[src/rtl/wdg_pkg.sv]
// Shared constants and types for the feed-sequence watchdog.
// Assumes byte offsets fit in the bus address width chosen at the top.
package wdg_pkg;
    localparam int OFF_MODE  = 'h0;
    localparam int OFF_CONST = 'h4;
    localparam int OFF_FEED  = 'h8;

    localparam int BIT_EN    = 0;
    localparam int BIT_RSTEN = 1;
    localparam int BIT_TOF   = 2;

    localparam logic [7:0] KEY_ARM  = 8'hAA;
    localparam logic [7:0] KEY_FIRE = 8'h55;

    typedef enum logic {SEQ_IDLE, SEQ_ARMED} seq_t;

    // Mode register image, bit 3 down to bit 0.
    typedef struct packed {
        logic intf;
        logic tof;
        logic rsten;
        logic en;
    } mode_t;
endpackage

[src/rtl/wdg_feed_seq.sv]
// Unlock-pattern detector for the feed port.
// Recognises two consecutive bus writes to the feed offset carrying KEY_ARM,
// then KEY_FIRE. Any other write breaks the pattern. Assumes one write per cycle.
module wdg_feed_seq
    import wdg_pkg::*;
#(
    parameter int ADDR_W = 4
) (
    input  logic              clk,
    input  logic              rst_n,
    input  logic              wr,
    input  logic [ADDR_W-1:0] addr,
    input  logic [7:0]        key,
    output logic              feed_ok
);
    seq_t state_q;
    logic hit;

    // Decode a write to the feed port.
    assign hit = wr && (addr == ADDR_W'(OFF_FEED));

    // Track whether the previous bus write was the arming key.
    always_ff @(posedge clk) begin
        if (!rst_n)
            state_q <= SEQ_IDLE;
        else if (wr)
            state_q <= (hit && key == KEY_ARM) ? SEQ_ARMED : SEQ_IDLE;
    end

    // Fire when the second key follows the arming key directly.
    assign feed_ok = hit && (key == KEY_FIRE) && (state_q == SEQ_ARMED);
endmodule

[src/rtl/wdg_tick_div.sv]
// Clock divider producing one count-enable tick every DIV cycles while running.
// clr restarts the phase so a reload always begins a full tick period.
module wdg_tick_div #(
    parameter int DIV = 4
) (
    input  logic clk,
    input  logic rst_n,
    input  logic clr,
    input  logic run,
    output logic tick
);
    generate
        if (DIV < 2) begin : g_nodiv
            // Every running cycle is a tick.
            assign tick = run;
        end else begin : g_div
            localparam int PW = $clog2(DIV);
            localparam logic [PW-1:0] LAST = PW'(DIV - 1);
            logic [PW-1:0] phase_q;

            // Step the phase while running, wrapping at DIV.
            always_ff @(posedge clk) begin
                if (!rst_n || clr)
                    phase_q <= '0;
                else if (run)
                    phase_q <= (phase_q == LAST) ? '0 : phase_q + 1'b1;
            end

            assign tick = run && (phase_q == LAST);
        end
    endgenerate
endmodule

[src/rtl/wdg_downcount.sv]
// Watchdog down-counter: loads on request and decrements on each tick.
// underflow flags a tick that finds the count already at zero; a load in
// the same cycle wins and suppresses it.
module wdg_downcount #(
    parameter int CNT_W = 32
) (
    input  logic             clk,
    input  logic             rst_n,
    input  logic             load,
    input  logic [CNT_W-1:0] load_val,
    input  logic             tick,
    output logic             underflow
);
    logic [CNT_W-1:0] cnt_q;

    // Reload or decrement the count.
    always_ff @(posedge clk) begin
        if (!rst_n)
            cnt_q <= '0;
        else if (load)
            cnt_q <= load_val;
        else if (tick && cnt_q != '0)
            cnt_q <= cnt_q - 1'b1;
    end

    assign underflow = tick && !load && (cnt_q == '0);
endmodule

[src/rtl/feed_watchdog.sv]
// Top of the feed-sequence watchdog: register file, run control and read mux.
// rst_n is the external reset only; the block clears its own state on a
// reset-mode time-out, so the time-out flag survives the system reset it asks for.
module feed_watchdog
    import wdg_pkg::*;
#(
    parameter int ADDR_W   = 4,
    parameter int DATA_W   = 32,
    parameter int TICK_DIV = 4,
    parameter int TC_FLOOR = 255
) (
    input  logic              clk,
    input  logic              rst_n,
    input  logic              bus_we,
    input  logic [ADDR_W-1:0] bus_addr,
    input  logic [DATA_W-1:0] bus_wdata,
    output logic [DATA_W-1:0] bus_rdata,
    output logic              irq,
    output logic              sys_rst_req
);
    localparam logic [DATA_W-1:0] FLOOR_V = DATA_W'(TC_FLOOR);
    localparam int MODE_W = $bits(mode_t);

    mode_t             mode_q;
    logic [DATA_W-1:0] tc_q;
    logic              running_q;
    logic              rst_req_q;
    logic              wr_mode, wr_const;
    logic              feed_ok, load, tick, uf;

    // Register write decode.
    assign wr_mode  = bus_we && (bus_addr == ADDR_W'(OFF_MODE));
    assign wr_const = bus_we && (bus_addr == ADDR_W'(OFF_CONST));
    assign load     = feed_ok && mode_q.en;

    wdg_feed_seq #(.ADDR_W(ADDR_W)) u_seq (
        .clk(clk), .rst_n(rst_n), .wr(bus_we), .addr(bus_addr),
        .key(bus_wdata[7:0]), .feed_ok(feed_ok)
    );

    wdg_tick_div #(.DIV(TICK_DIV)) u_div (
        .clk(clk), .rst_n(rst_n), .clr(load), .run(running_q), .tick(tick)
    );

    wdg_downcount #(.CNT_W(DATA_W)) u_cnt (
        .clk(clk), .rst_n(rst_n), .load(load), .load_val(tc_q),
        .tick(tick), .underflow(uf)
    );

    // Mode bits: software sets en/rsten and clears tof; a time-out overrides.
    always_ff @(posedge clk) begin
        if (!rst_n) begin
            mode_q <= '0;
        end else begin
            if (wr_mode) begin
                mode_q.en    <= mode_q.en    | bus_wdata[BIT_EN];
                mode_q.rsten <= mode_q.rsten | bus_wdata[BIT_RSTEN];
                mode_q.tof   <= mode_q.tof   & bus_wdata[BIT_TOF];
            end
            if (uf) begin
                mode_q.tof <= 1'b1;
                if (mode_q.rsten) begin
                    mode_q.en    <= 1'b0;
                    mode_q.rsten <= 1'b0;
                    mode_q.intf  <= 1'b0;
                end else begin
                    mode_q.intf  <= 1'b1;
                end
            end
        end
    end

    // Time-out constant with lower clamp.
    always_ff @(posedge clk) begin
        if (!rst_n)
            tc_q <= FLOOR_V;
        else if (wr_const)
            tc_q <= (bus_wdata < FLOOR_V) ? FLOOR_V : bus_wdata;
    end

    // Counter runs from the first accepted feed until a time-out.
    always_ff @(posedge clk) begin
        if (!rst_n)
            running_q <= 1'b0;
        else if (load)
            running_q <= 1'b1;
        else if (uf)
            running_q <= 1'b0;
    end

    // One-cycle system reset request.
    always_ff @(posedge clk) begin
        if (!rst_n)
            rst_req_q <= 1'b0;
        else
            rst_req_q <= uf && mode_q.rsten;
    end

    // Combinational read mux.
    always_comb begin
        bus_rdata = '0;
        if (bus_addr == ADDR_W'(OFF_MODE))
            bus_rdata[MODE_W-1:0] = mode_q;
        else if (bus_addr == ADDR_W'(OFF_CONST))
            bus_rdata = tc_q;
    end

    assign irq         = mode_q.intf;
    assign sys_rst_req = rst_req_q;
endmodule

[config.mk]
export PLATFORM = sky130hd
export DESIGN_NAME = feed_watchdog
export DESIGN_NICKNAME = d
export VERILOG_FILES = /design/src/rtl/wdg_pkg.sv /design/src/rtl/wdg_feed_seq.sv /design/src/rtl/wdg_tick_div.sv /design/src/rtl/wdg_downcount.sv /design/src/rtl/feed_watchdog.sv
export SDC_FILE = /design/constraint.sdc
export NUM_CORES = 1
export LEC_CHECK = 0
export ABC_AREA = 1
export CAP_MARGIN = 25
export CELL_PAD_IN_SITES_DETAIL_PLACEMENT = 1
export CELL_PAD_IN_SITES_GLOBAL_PLACEMENT = 2
export CORE_MARGIN = 2
export CORE_UTILIZATION = 33
export DETAILED_ROUTE_END_ITERATION = 10
export DONT_BUFFER_PORTS = 1
export MAX_ROUTING_LAYER = met4
export PLACE_DENSITY_LB_ADDON = 0.1
export SLEW_MARGIN = 30
export SYNTH_ARGS = -nofsm -noshare
export SYNTH_HDL_FRONTEND = slang
export SYNTH_SLANG_ARGS = --single-unit
[constraint.sdc]
create_clock -name clk -period 2.4 [get_ports clk]
set_clock_uncertainty 0.05 [all_clocks]
set_input_delay 0.24 -clock clk [delete_from_list [all_inputs] [get_ports clk]]
set_output_delay 0.24 -clock clk [all_outputs]
set_load 0.02 [all_outputs]
# Yosys cells after proc, flatten, opt, wreduce, memory -nomap -nowiden
# Cells that the tools add are included.
# classes
bitwise,3
mux,14
n_eq_ne,5
add_sub_neg,2
n_lt_le_gt_ge,1
n_reduce_logical,21
# ops
operator,n
two-way mux 32 bit,4
zero test 32 bit,1
"less-than comparator 32 x 8 -> 1 bit, second input constant",1
nonzero test 32 bit,1
"subtractor 32 x 1 -> 32 bit, second input constant",1
two-way mux 28 bit,1
logical AND 1 bit,12
"== test 8 x 7 -> 1 bit, second input constant",1
"== test 8 bit, second input constant",1
two-way mux 3 bit,2
nonzero test 2 bit,3
"== test 4 x 3 -> 1 bit, second input constant",1
"== test 4 bit, second input constant",1
zero test 4 bit,1
two-way mux 1 bit,4
two-way mux 2 bit,2
two-way mux 4 bit,1
"adder 2 x 1 -> 2 bit, second input constant",1
"== test 2 bit, second input constant",1
zero test 1 bit,2
bitwise OR 1 bit,2
bitwise AND 1 bit,1
logical OR 1 bit,1
# totals
out_inout_bits,34
wordCells,56
reg_bits,73
inputBits,39

# Longest topological paths before layout
# Gate-level depths: netlist of the first run.
# depth
word_depth,10
depth_mapped,12
ltp_nobuf,12

# Cells and area by module
# A second synthesis of the first run with hierarchy kept.
# unflattened
cells_unflattened,759
area_unflattened_um2,4530.6
# modules_own_cells
module,cells_each,instances,seq_area_each_um2,area_each_um2
wdg_downcount,455,1,640.6,2513.7
feed_watchdog,259,1,760.7,1774.2
wdg_feed_seq,29,1,20.0,133.9
wdg_tick_div,16,1,40.0,108.9

# Least setup slack after synthesis of the first run
# Ideal clock, no wire load.
# synth_path
kind,register to register
startpoint,reg u_cnt.cnt_q[0]
endpoint,reg u_cnt.cnt_q[13]
setup_slack_ps,682
path_stages_with_launch,12
synth_period_minus_slack_ps,1718
required_time_ps,2281
n_path_buf,1
t_arrival_ps,1599
setup_time_ps,69
cell_sequence,dfxtp_1 > inv_1 > ha_1 > nand2_2 > nor2_4 > nand2_2 > o21ai_4 > nand2_4 > clkinv_2 > buf_8 > nand2_2 > a21oi_2
# synth_via
elab_chain_len,3
elab_cells_between_ends,6
classes_between,add/sub: 1; mux: 2; reduce/logical: 3
# synth_lines
element,line,rtl
from (decl),wdg_downcount.sv:14,logic [CNT_W-1:0] cnt_q;
from (signal assigned),wdg_downcount.sv:21,cnt_q <= load_val;
from (signal assigned),wdg_downcount.sv:23,cnt_q <= cnt_q - 1'b1;
subtractor 32 x 1 -> 32 bit or nonzero test 32 bit (tied branches),"wdg_downcount.sv:23, wdg_downcount.sv:22",
two-way mux 32 bit or logical AND 1 bit (tied branches),wdg_downcount.sv:22,else if (tick && cnt_q != '0)
two-way mux 32 bit or nonzero test 2 bit (tied branches),n/a,
# Several ways; a longest one is shown, not always the timed one. The select of a mux whose other input is x is not followed.
# A chain may end at the register's enable or synchronous reset.

# Worst setup path after layout of the first run
# layout_path
startpoint,reg u_cnt.cnt_q[0]
endpoint,reg u_cnt.cnt_q[11]
# The elaborated chain is that of the path after synthesis.

==> results of run 1 <==
-- state kept, by name, indices dropped and copies added (netlist names) --
register	flops
irq	1
mode_q	3
running_q	1
sys_rst_req	1
tc_q	32
u_cnt.cnt_q	32
u_div.g_div.phase_q	2
u_seq.state_q	1
-- metrics by stage --
step           cell area, um2  util [%]  hold WS (ns)
2_1_floorplan            4420         -         0.338
3_3_place_gp             4650      35.3         0.282
3_5_place_dp             4650      35.3         0.286
4_1_cts                  4980      37.7       0.00486
5_1_grt                  4970      37.7       0.00255
6_report                 4970      37.7       0.00837
-- final cells by class --
class                   instances  area (um2)  share of cell area (%)
clock buffers                  12         256                    5.16
flip-flops and latches         73        1460                    29.4
repair buffers                 20         153                    3.07
inverters                     103         388                    7.80
multi-input cells             529        2450                    49.3
well taps                     176         220                    4.43
clock inverters                 3        40.0                   0.805
-- worst paths after layout --
check	to	cells past startpoint	slack (ns)	start
worst min-delay path	tc_q[0]	2	0.008	bus_wdata[0]
worst min register to register	tc_q[3]	2	0.43	tc_q[3]
worst max register to register	u_cnt.cnt_q[11]	10	0.31	u_cnt.cnt_q[0]
worst max-delay path	u_cnt.cnt_q[11]	10	0.31	u_cnt.cnt_q[0]
-- critical path: stages, from the launching register on --
cell and delay [ns]:
sky130_fd_sc_hd__dfxtp_1 0.32, sky130_fd_sc_hd__inv_1 0.12, sky130_fd_sc_hd__ha_1 0.24, sky130_fd_sc_hd__nand2_2 0.14, sky130_fd_sc_hd__nor2_4 0.19, sky130_fd_sc_hd__nand2_2 0.10, sky130_fd_sc_hd__o21ai_4 0.19, sky130_fd_sc_hd__nand2_4 0.16
sky130_fd_sc_hd__clkinv_2 0.25, sky130_fd_sc_hd__nand2_1 0.10, sky130_fd_sc_hd__a21oi_1 0.15
-- layer usage --
layer / part of all wire, % / track usage, % / wire [um] / vias up
met4: 0.90 / 4.93 / 140 / 0
met1: 52 / 32.9 / 8110 / 2198
met5: 0 / - / 0 / -
li1: - / - / - / 2326
met2: 44 / 34.4 / 6760 / 75
met3: 3.2 / 4.47 / 489 / 10
-- logic make-up after synthesis --
| logic type | share of synthesized area, % |
|---|---|
| mux | 0.226 |
| compound gates | 12.2 |
| xor+xnor | 0.792 |
| buf+inv | 11.5 |
| fa+ha+maj | 0.566 |
| flops | 33.0 |
| simple gates | 41.7 |
-- layout by cell type, fill, tap and decap left out, types with 2 or more instances in the layout --
cell type                       synthesis  final
sky130_fd_sc_hd__nand2_1              174    174
sky130_fd_sc_hd__nand2_2                9      9
sky130_fd_sc_hd__ha_1                   2      2
sky130_fd_sc_hd__a211oi_1              17     17
sky130_fd_sc_hd__nor2_4                 2      2
sky130_fd_sc_hd__buf_4                  1     17
sky130_fd_sc_hd__dlygate4sd3_1          0      2
sky130_fd_sc_hd__xnor2_1                2      2
sky130_fd_sc_hd__or2_2                  2      2
sky130_fd_sc_hd__clkinv_2               1      3
sky130_fd_sc_hd__a32o_1                 2      2
sky130_fd_sc_hd__a21oi_2                6      6
sky130_fd_sc_hd__nor2_2                 7      7
sky130_fd_sc_hd__nor2_1               145    145
sky130_fd_sc_hd__o21ai_0               38     38
sky130_fd_sc_hd__nand4_1               13     13
sky130_fd_sc_hd__clkbuf_8               0      2
sky130_fd_sc_hd__nor4_1                 5      5
sky130_fd_sc_hd__nand3b_1               5      5
sky130_fd_sc_hd__nor3_1                14     14
sky130_fd_sc_hd__a21oi_1               21     21
sky130_fd_sc_hd__dfxtp_1               73     73
sky130_fd_sc_hd__inv_1                101    101
sky130_fd_sc_hd__nand3_1               55     55
sky130_fd_sc_hd__clkbuf_16              0      9
sky130_fd_sc_hd__xor2_1                 2      2
-- power groups by stage --
stage               Combinational, W  Clock [W]  Sequential, W
floorplan                  0.0000688          0        0.00126
global placement           0.0000861          0        0.00126
detailed placement         0.0000891          0        0.00126
CTS                         0.000103    0.00142        0.00123
global route                0.000113    0.00147        0.00123
finish                      0.000102    0.00139        0.00123
==> reports/results.env, run 1 <==
NUMBER_OF_INSERTED_FILLER_CELLS_IN_THE_FINAL_LAYOUT=1746
MAX_CLOCK_FREQ_MHz=479
DRTANTENNAVIOLNETS=0
WORST-ENDPOINT-REQUIRED_NS=2.62
FIRSTDRTPASSITERS=4
SEQUENTIALPOWERSHARE_PCT=45.2
DRT_ITER0_MARKERS=205
YS_WARN_COUNT=0
POST_CTS_BUFFERS=0
SYNTH_MOST_COMMON_CELL='sky130_fd_sc_hd__nand2_1'
PLACE.GP.CONGESTION=0.841
NETLIST.TOP_CELL.BY_AREA='sky130_fd_sc_hd__dfxtp_1'
NUMCTSBUFFERS=9
CLOCK_TREE_FROM_TRITONCTS='yes'
DR_TOTAL_VIAS=4609
ROUTE.FINAL.WIRE_LENGTH_UM=15500
POSTSYNTHREGISTERBITS=73
FINALSETUPTNS_NS=0
TIMING.SLEW.HEADROOM_PCT=62.3
CHIPHEIGHT_UM=120
VIAS_PER_CELL=5.03
UNREPAIRED_SETUP_ENDPOINTS_AFTER_GLOBAL_ROUTING='no'
TIMING.CRITICAL_PATH.FANOUT_MAX=16
DRIVE_ABOVE_1_SHARE_PCT=8.24
YS.FLOP_TYPE='sky130_fd_sc_hd__dfxtp_1'
DRV_CAP=0
TRANSITION_TIME_AT_THE_PIN_WITH_THE_LEAST_SLEW_MARGIN_NS=0.566
P_SW_SHARE_PCT=22.8
SYN_AVG_CELL_AREA_UM2=6.06
FP-ROW-COUNT=42
SYNTHTOLAYOUTAREAGROWTH_PCT=12.4
CLKPWRFRAC_PCT=51.1
CLKLATENCYLATEPIN_NS=0.34
GLOBALROUTEOVERFLOWTOTAL=0
TYPE_OF_THE_WORST_SETUP_PATH='flip-flop to flip-flop'
SYNTH.AREA.TOP_CELLS='sky130_fd_sc_hd__dfxtp_1 (33%), sky130_fd_sc_hd__nand2_1 (15%), sky130_fd_sc_hd__nor2_1 (12%), sky130_fd_sc_hd__inv_1 (8.6%), sky130_fd_sc_hd__nand3_1 (6.2%)'
RUN_STATUS='finished, final reports clean'
CTS_ROOT_BUFFER='sky130_fd_sc_hd__clkbuf_16'
FP.COREAREA_UM2=13200
MIN-DELAY-PATH-CLASS='primary input to flip-flop'
FINALHOLDVIOLATIONS=0
FLOORPLAN.IO_PINS=73
SYNTHESIS.AREA_UM2=4420
INTERNAL_POWER_W=0.00211
NETS=777
WL_PER_CELL_UM=16.9
PIN_COUNT_OF_THE_BIGGEST_NET_ENTERING_GLOBAL_ROUTING=41
INSTANCES_NO_FILL=916
STARTING_UTILIZATION_OF_THE_CORE_AREA_PCT=33.5
SYNTH_LARGEST_TYPE_AREA_FRACTION_PCT=33.0
TIMING.FINAL.SETUP_VIOLATIONS=0
SETUP.WORST_PATH.START_CLASS='flip-flop'
FINALWORSTSETUPSLACK_NS=0.314
SEQ_AREA_FRAC_SYNTH_PCT=33.0
CTS.REPAIR.RESIZED=0
CP.ARRIVAL_NS=2.31
NUM_ANTENNA_CELLS=0
PORTBUFFERS=0
POST_SYNTH_INST_COUNT=730
TIMING.FINAL.MAX_SLEW_VIOLATIONS=0
GR-USAGE-ALL-LAYERS_PCT=23.2
NUMBER_OF_ANTENNA_VIOLATIONS_AT_THE_FIRST_CHECK_IN_GLOBAL_ROUTING=0
DRC=0
CTS-HTREE-LEVELS=3
WORST_CASE_SETUP_SLACK_AFTER_PLACEMENT_NS=0.301
NET-SWITCHING-POWER_W=0.000623
CTS_HOLD_BUFFERS=3
SYNTH_COMMONEST_CELLS='sky130_fd_sc_hd__nand2_1 (174), sky130_fd_sc_hd__nor2_1 (145), sky130_fd_sc_hd__inv_1 (101), sky130_fd_sc_hd__dfxtp_1 (73), sky130_fd_sc_hd__nand3_1 (55)'
GLOBAL_ROUTE_WIRE_LENGTH_BEFORE_REPAIR_UM=25000
PLACED_CELLS=898
POWER.COMBINATIONAL.FRACTION_PCT=3.7
PATH_CLK_SLEW_NS=0.06
MAX-VDD-IR-DROP_mV=0.290
POWER_W=0.00273
CLKSINKCOUNT=73
FLOORPLAN.DIE_AREA_UM2=14300
FINAL.PERIOD_UTILIZATION_PCT=86.9
SYN-NUM-NETS=771
FLOORPLAN.DIE.WIDTH_UM=120
POWERDENSITY_nW_PER_UM2=549
CRIT_PATH_END_KIND='flip-flop'
DP_HPWL_UM=11700
SYNTHARSTFLOPSHARE_PCT=0
TOTAL_LEAKAGE_POWER_nW=2.35
TIMING.FINAL.CRIT_PERIOD_NS=2.09
FIRST_GLOBAL_VIAS=4710
SYNTH_EDF_COUNT=0
CTS-ROOT-TO-SINK-BUFFERS=2
YS_TYPES=37
Power figures use the tool's default switching activity.
==> run 2, diff against run 1 <==
MAX_ROUTING_LAYER = unset   (was met4)
==> run 2 against run 1 <==
  * Clock power barely moved
  * Non-clock buffer count did not move
  * Combinational power barely moved
  * Global-route usage fell by 0.72 points
  * Sequential power barely moved
  * Clock-buffer cell count did not move
  * Maximum frequency barely moved
==> reports/results.env, run 2 (synthesized netlist as in run 1, its figures left out) <==
RUN_STATUS='finished, final reports clean'
R2R_SETUP_SLACK_NS=0.31  # about the same
FINAL.PERIOD_UTILIZATION_PCT=86.9  # about the same
GLOBAL_ROUTE_WIRE_LENGTH_BEFORE_REPAIR_UM=25000  # about the same
FLOORPLAN.DIE.WIDTH_UM=120  # unchanged
FINALHOLDVIOLATIONS=0  # unchanged
MAX-VDD-IR-DROP_mV=0.290  # -0.14%
UNREPAIRED_SETUP_ENDPOINTS_AFTER_GLOBAL_ROUTING='no'
FP.COREAREA_UM2=13200  # unchanged
ROUTE.FINAL.WIRE_LENGTH_UM=15500  # -0.16%
MAX_CLOCK_FREQ_MHz=480  # about the same
PLACE.GP.CONGESTION=0.829  # -1.5%
NETS=777  # unchanged
TIMING.HOLD.WORST_ENDPOINT='tc_q[0]'
DRTANTENNAVIOLNETS=0  # unchanged
CTS-HTREE-LEVELS=3  # unchanged
TIMING.CRITICAL_PATH.SLOWEST_STAGE_CELL='sky130_fd_sc_hd__dfxtp_1'
DR_TOTAL_VIAS=4597  # -0.26%
FIRSTDRTPASSITERS=4  # unchanged
SEQCELLAREA_UM2=1460  # unchanged
PIN_COUNT_OF_THE_BIGGEST_NET_ENTERING_GLOBAL_ROUTING=41  # unchanged
MAX_STAGE_DELAY_NS=0.32  # about the same
INSTANCES_NO_FILL=916  # unchanged
PATH_CELLS='inv_1 -> ha_1 -> nand2_2 -> nor2_4 -> nand2_2 -> o21ai_4 -> nand2_4 -> clkinv_2 -> nand2_1 -> a21oi_1'
MOST-COMMON-LAYOUT-CELLS='sky130_fd_sc_hd__nand2_1 (174), sky130_fd_sc_hd__nor2_1 (145), sky130_fd_sc_hd__inv_1 (101), sky130_fd_sc_hd__dfxtp_1 (73), sky130_fd_sc_hd__nand3_1 (55)'
DRV_CAP=0  # unchanged
DP_HPWL_UM=11700  # unchanged
WORST-ENDPOINT-REQUIRED_NS=2.62  # about the same
FINALSETUPTNS_NS=0  # unchanged
SETUP.WORST_PATH.START='u_cnt.cnt_q[0]'
TRANSITION_TIME_AT_THE_PIN_WITH_THE_LEAST_SLEW_MARGIN_NS=0.572  # +0.00676 ns
SYNTHTOLAYOUTAREAGROWTH_PCT=12.4  # unchanged
FIRST_GLOBAL_VIAS=4699  # -0.23%
TIMING.CRITICAL_PATH.MAX_DELAY_FAMILY='simple AND/OR/NAND/NOR gates'
POST_CTS_BUFFERS=0  # unchanged
MULTIINPUTGATEAREA_UM2=2450  # unchanged
TIMING.FINAL.MAX_SLEW_VIOLATIONS=0  # unchanged
POWERDENSITY_nW_PER_UM2=548  # -0.15%
DRC=0  # unchanged
WORSTHOLDSTART='bus_wdata[0]'
DRIVE_ABOVE_1_SHARE_PCT=8.24  # unchanged
WORSTREG2REGSTART='u_cnt.cnt_q[0]'
STARTING_UTILIZATION_OF_THE_CORE_AREA_PCT=33.5  # unchanged
TIMING.SLEW.HEADROOM_PCT=61.8  # -0.45 points
NUMBER_OF_ANTENNA_VIOLATIONS_AT_THE_FIRST_CHECK_IN_GLOBAL_ROUTING=0  # unchanged
LAYOUT_COMMONEST_CELL='sky130_fd_sc_hd__nand2_1'
FLOORPLAN.IO_PINS=73  # unchanged
CRIT_PATH_END_KIND='flip-flop'
CHIPHEIGHT_UM=120  # unchanged
WL_PER_CELL_UM=16.9  # -0.16%
CLKSINKCOUNT=73  # unchanged
R2R_END='u_cnt.cnt_q[11]'
TYPE_OF_THE_WORST_SETUP_PATH='flip-flop to flip-flop'
TIMING.CRITICAL_PATH.FANOUT_MAX=16  # unchanged
DRT_ITER0_MARKERS=202  # -1.5%
CTS_ROOT_BUFFER='sky130_fd_sc_hd__clkbuf_16'
CELL_OCCURRING_MOST_OFTEN_ALONG_THE_WORST_TIMING_PATH='sky130_fd_sc_hd__nand2_2'
CLOCK_TREE_FROM_TRITONCTS='yes'
VIAS_PER_CELL=5.02  # -0.26%
PORTBUFFERS=0  # unchanged
TIMING.FINAL.SETUP_VIOLATIONS=0  # unchanged
CRIT_PATH_BUF_INV_COUNT=2  # unchanged
NUM_ANTENNA_CELLS=0  # unchanged
PATH_CLK_SLEW_NS=0.06  # about the same
GLOBALROUTEOVERFLOWTOTAL=0  # unchanged
GR-USAGE-ALL-LAYERS_PCT=22.5  # -0.72 points
NUMCTSBUFFERS=9  # unchanged
MIN-DELAY-PATH-CLASS='primary input to flip-flop'
CTS-ROOT-TO-SINK-BUFFERS=2  # unchanged
TIMING.FINAL.CRIT_PERIOD_NS=2.09  # -0.00113 ns
REG_TOP3='tc_q (32), u_cnt.cnt_q (32), mode_q (3)'
HOLD-PATH-CELL-COUNT=2  # unchanged
SETUP.WORST_PATH.START_CLASS='flip-flop'
PLACED_CELLS=898  # unchanged
CP.ARRIVAL_NS=2.31  # about the same
FP-ROW-COUNT=42  # unchanged
CLKLATENCYLATEPIN_NS=0.34  # about the same
NUMBER_OF_INSERTED_FILLER_CELLS_IN_THE_FINAL_LAYOUT=1746  # unchanged
RR_WORST_DEPTH=10  # unchanged
TOTAL_LEAKAGE_POWER_nW=2.35  # unchanged
FLOORPLAN.DIE_AREA_UM2=14300  # unchanged
run 2: cell counts in the layout (fill, tap and decap cells not counted):
Identical to the previous run, type by type.
run 2: where the power goes:
group          internal (W)  switching [W]  total (W)
combinational     0.0000279      0.0000735   0.000101
clock              0.000853       0.000537    0.00139
sequential          0.00122     0.00000858    0.00123
total               0.00211       0.000619    0.00272
run 2: cell type report:
class                      instances  area share (%)
clock buffer                      12            5.16
clock inverter                     3           0.805
inverter                         103            7.80
multi-input combinational        529            49.3
sequential                        73            29.4
tap                              176            4.43
timing repair buffer              20            3.07
run 2: worst max path at each step:
stage	end	cells past startpoint
2_1_floorplan	u_cnt.cnt_q[13]	11
3_3_place_gp	u_cnt.cnt_q[26]	12
3_5_place_dp	u_cnt.cnt_q[11]	10
4_1_cts	u_cnt.cnt_q[22]	12
5_1_grt	u_cnt.cnt_q[11]	10
6_report	u_cnt.cnt_q[11]	10
run 2: routing by layer:
metal  global-route usage [%]  wire length [um]  up-vias
met5                        0                 0        -
met1                     33.0              8120     2176
met4                     6.03               161        0
met2                     34.3              6720       80
met3                     3.42               478       14
li1                         -                 -     2327
run 2: worst register-to-register path, stage by stage (launching register included):
cell                       delay (ns)
sky130_fd_sc_hd__dfxtp_1         0.32
sky130_fd_sc_hd__inv_1           0.12
sky130_fd_sc_hd__ha_1            0.24
sky130_fd_sc_hd__nand2_2         0.14
sky130_fd_sc_hd__nor2_4          0.19
sky130_fd_sc_hd__nand2_2         0.10
sky130_fd_sc_hd__o21ai_4         0.19
sky130_fd_sc_hd__nand2_4         0.16
sky130_fd_sc_hd__clkinv_2        0.26
sky130_fd_sc_hd__nand2_1         0.11
sky130_fd_sc_hd__a21oi_1         0.15
run 2: what timing repair did:
action                                 4_1_cts  5_1_grt
hold buffers                                 3        0
endpoints found under the hold margin       24        0
resized for setup                            0        0
run 2: per-stage QoR:
| stage | util (%) | hold slack, ns | setup slack (ns) | total power (W) | instance area, um2 |
|---|---|---|---|---|---|
| floorplan | - | 0.338 | 0.682 | 0.00132 | 4420 |
| global placement | 35.3 | 0.282 | 0.377 | 0.00134 | 4650 |
| detailed placement | 35.3 | 0.286 | 0.301 | 0.00135 | 4650 |
| CTS | 37.7 | 0.00486 | 0.279 | 0.00275 | 4980 |
| global route | 37.7 | 0.00954 | 0.142 | 0.00281 | 4970 |
| finish | 37.7 | 0.00969 | 0.315 | 0.00272 | 4970 |
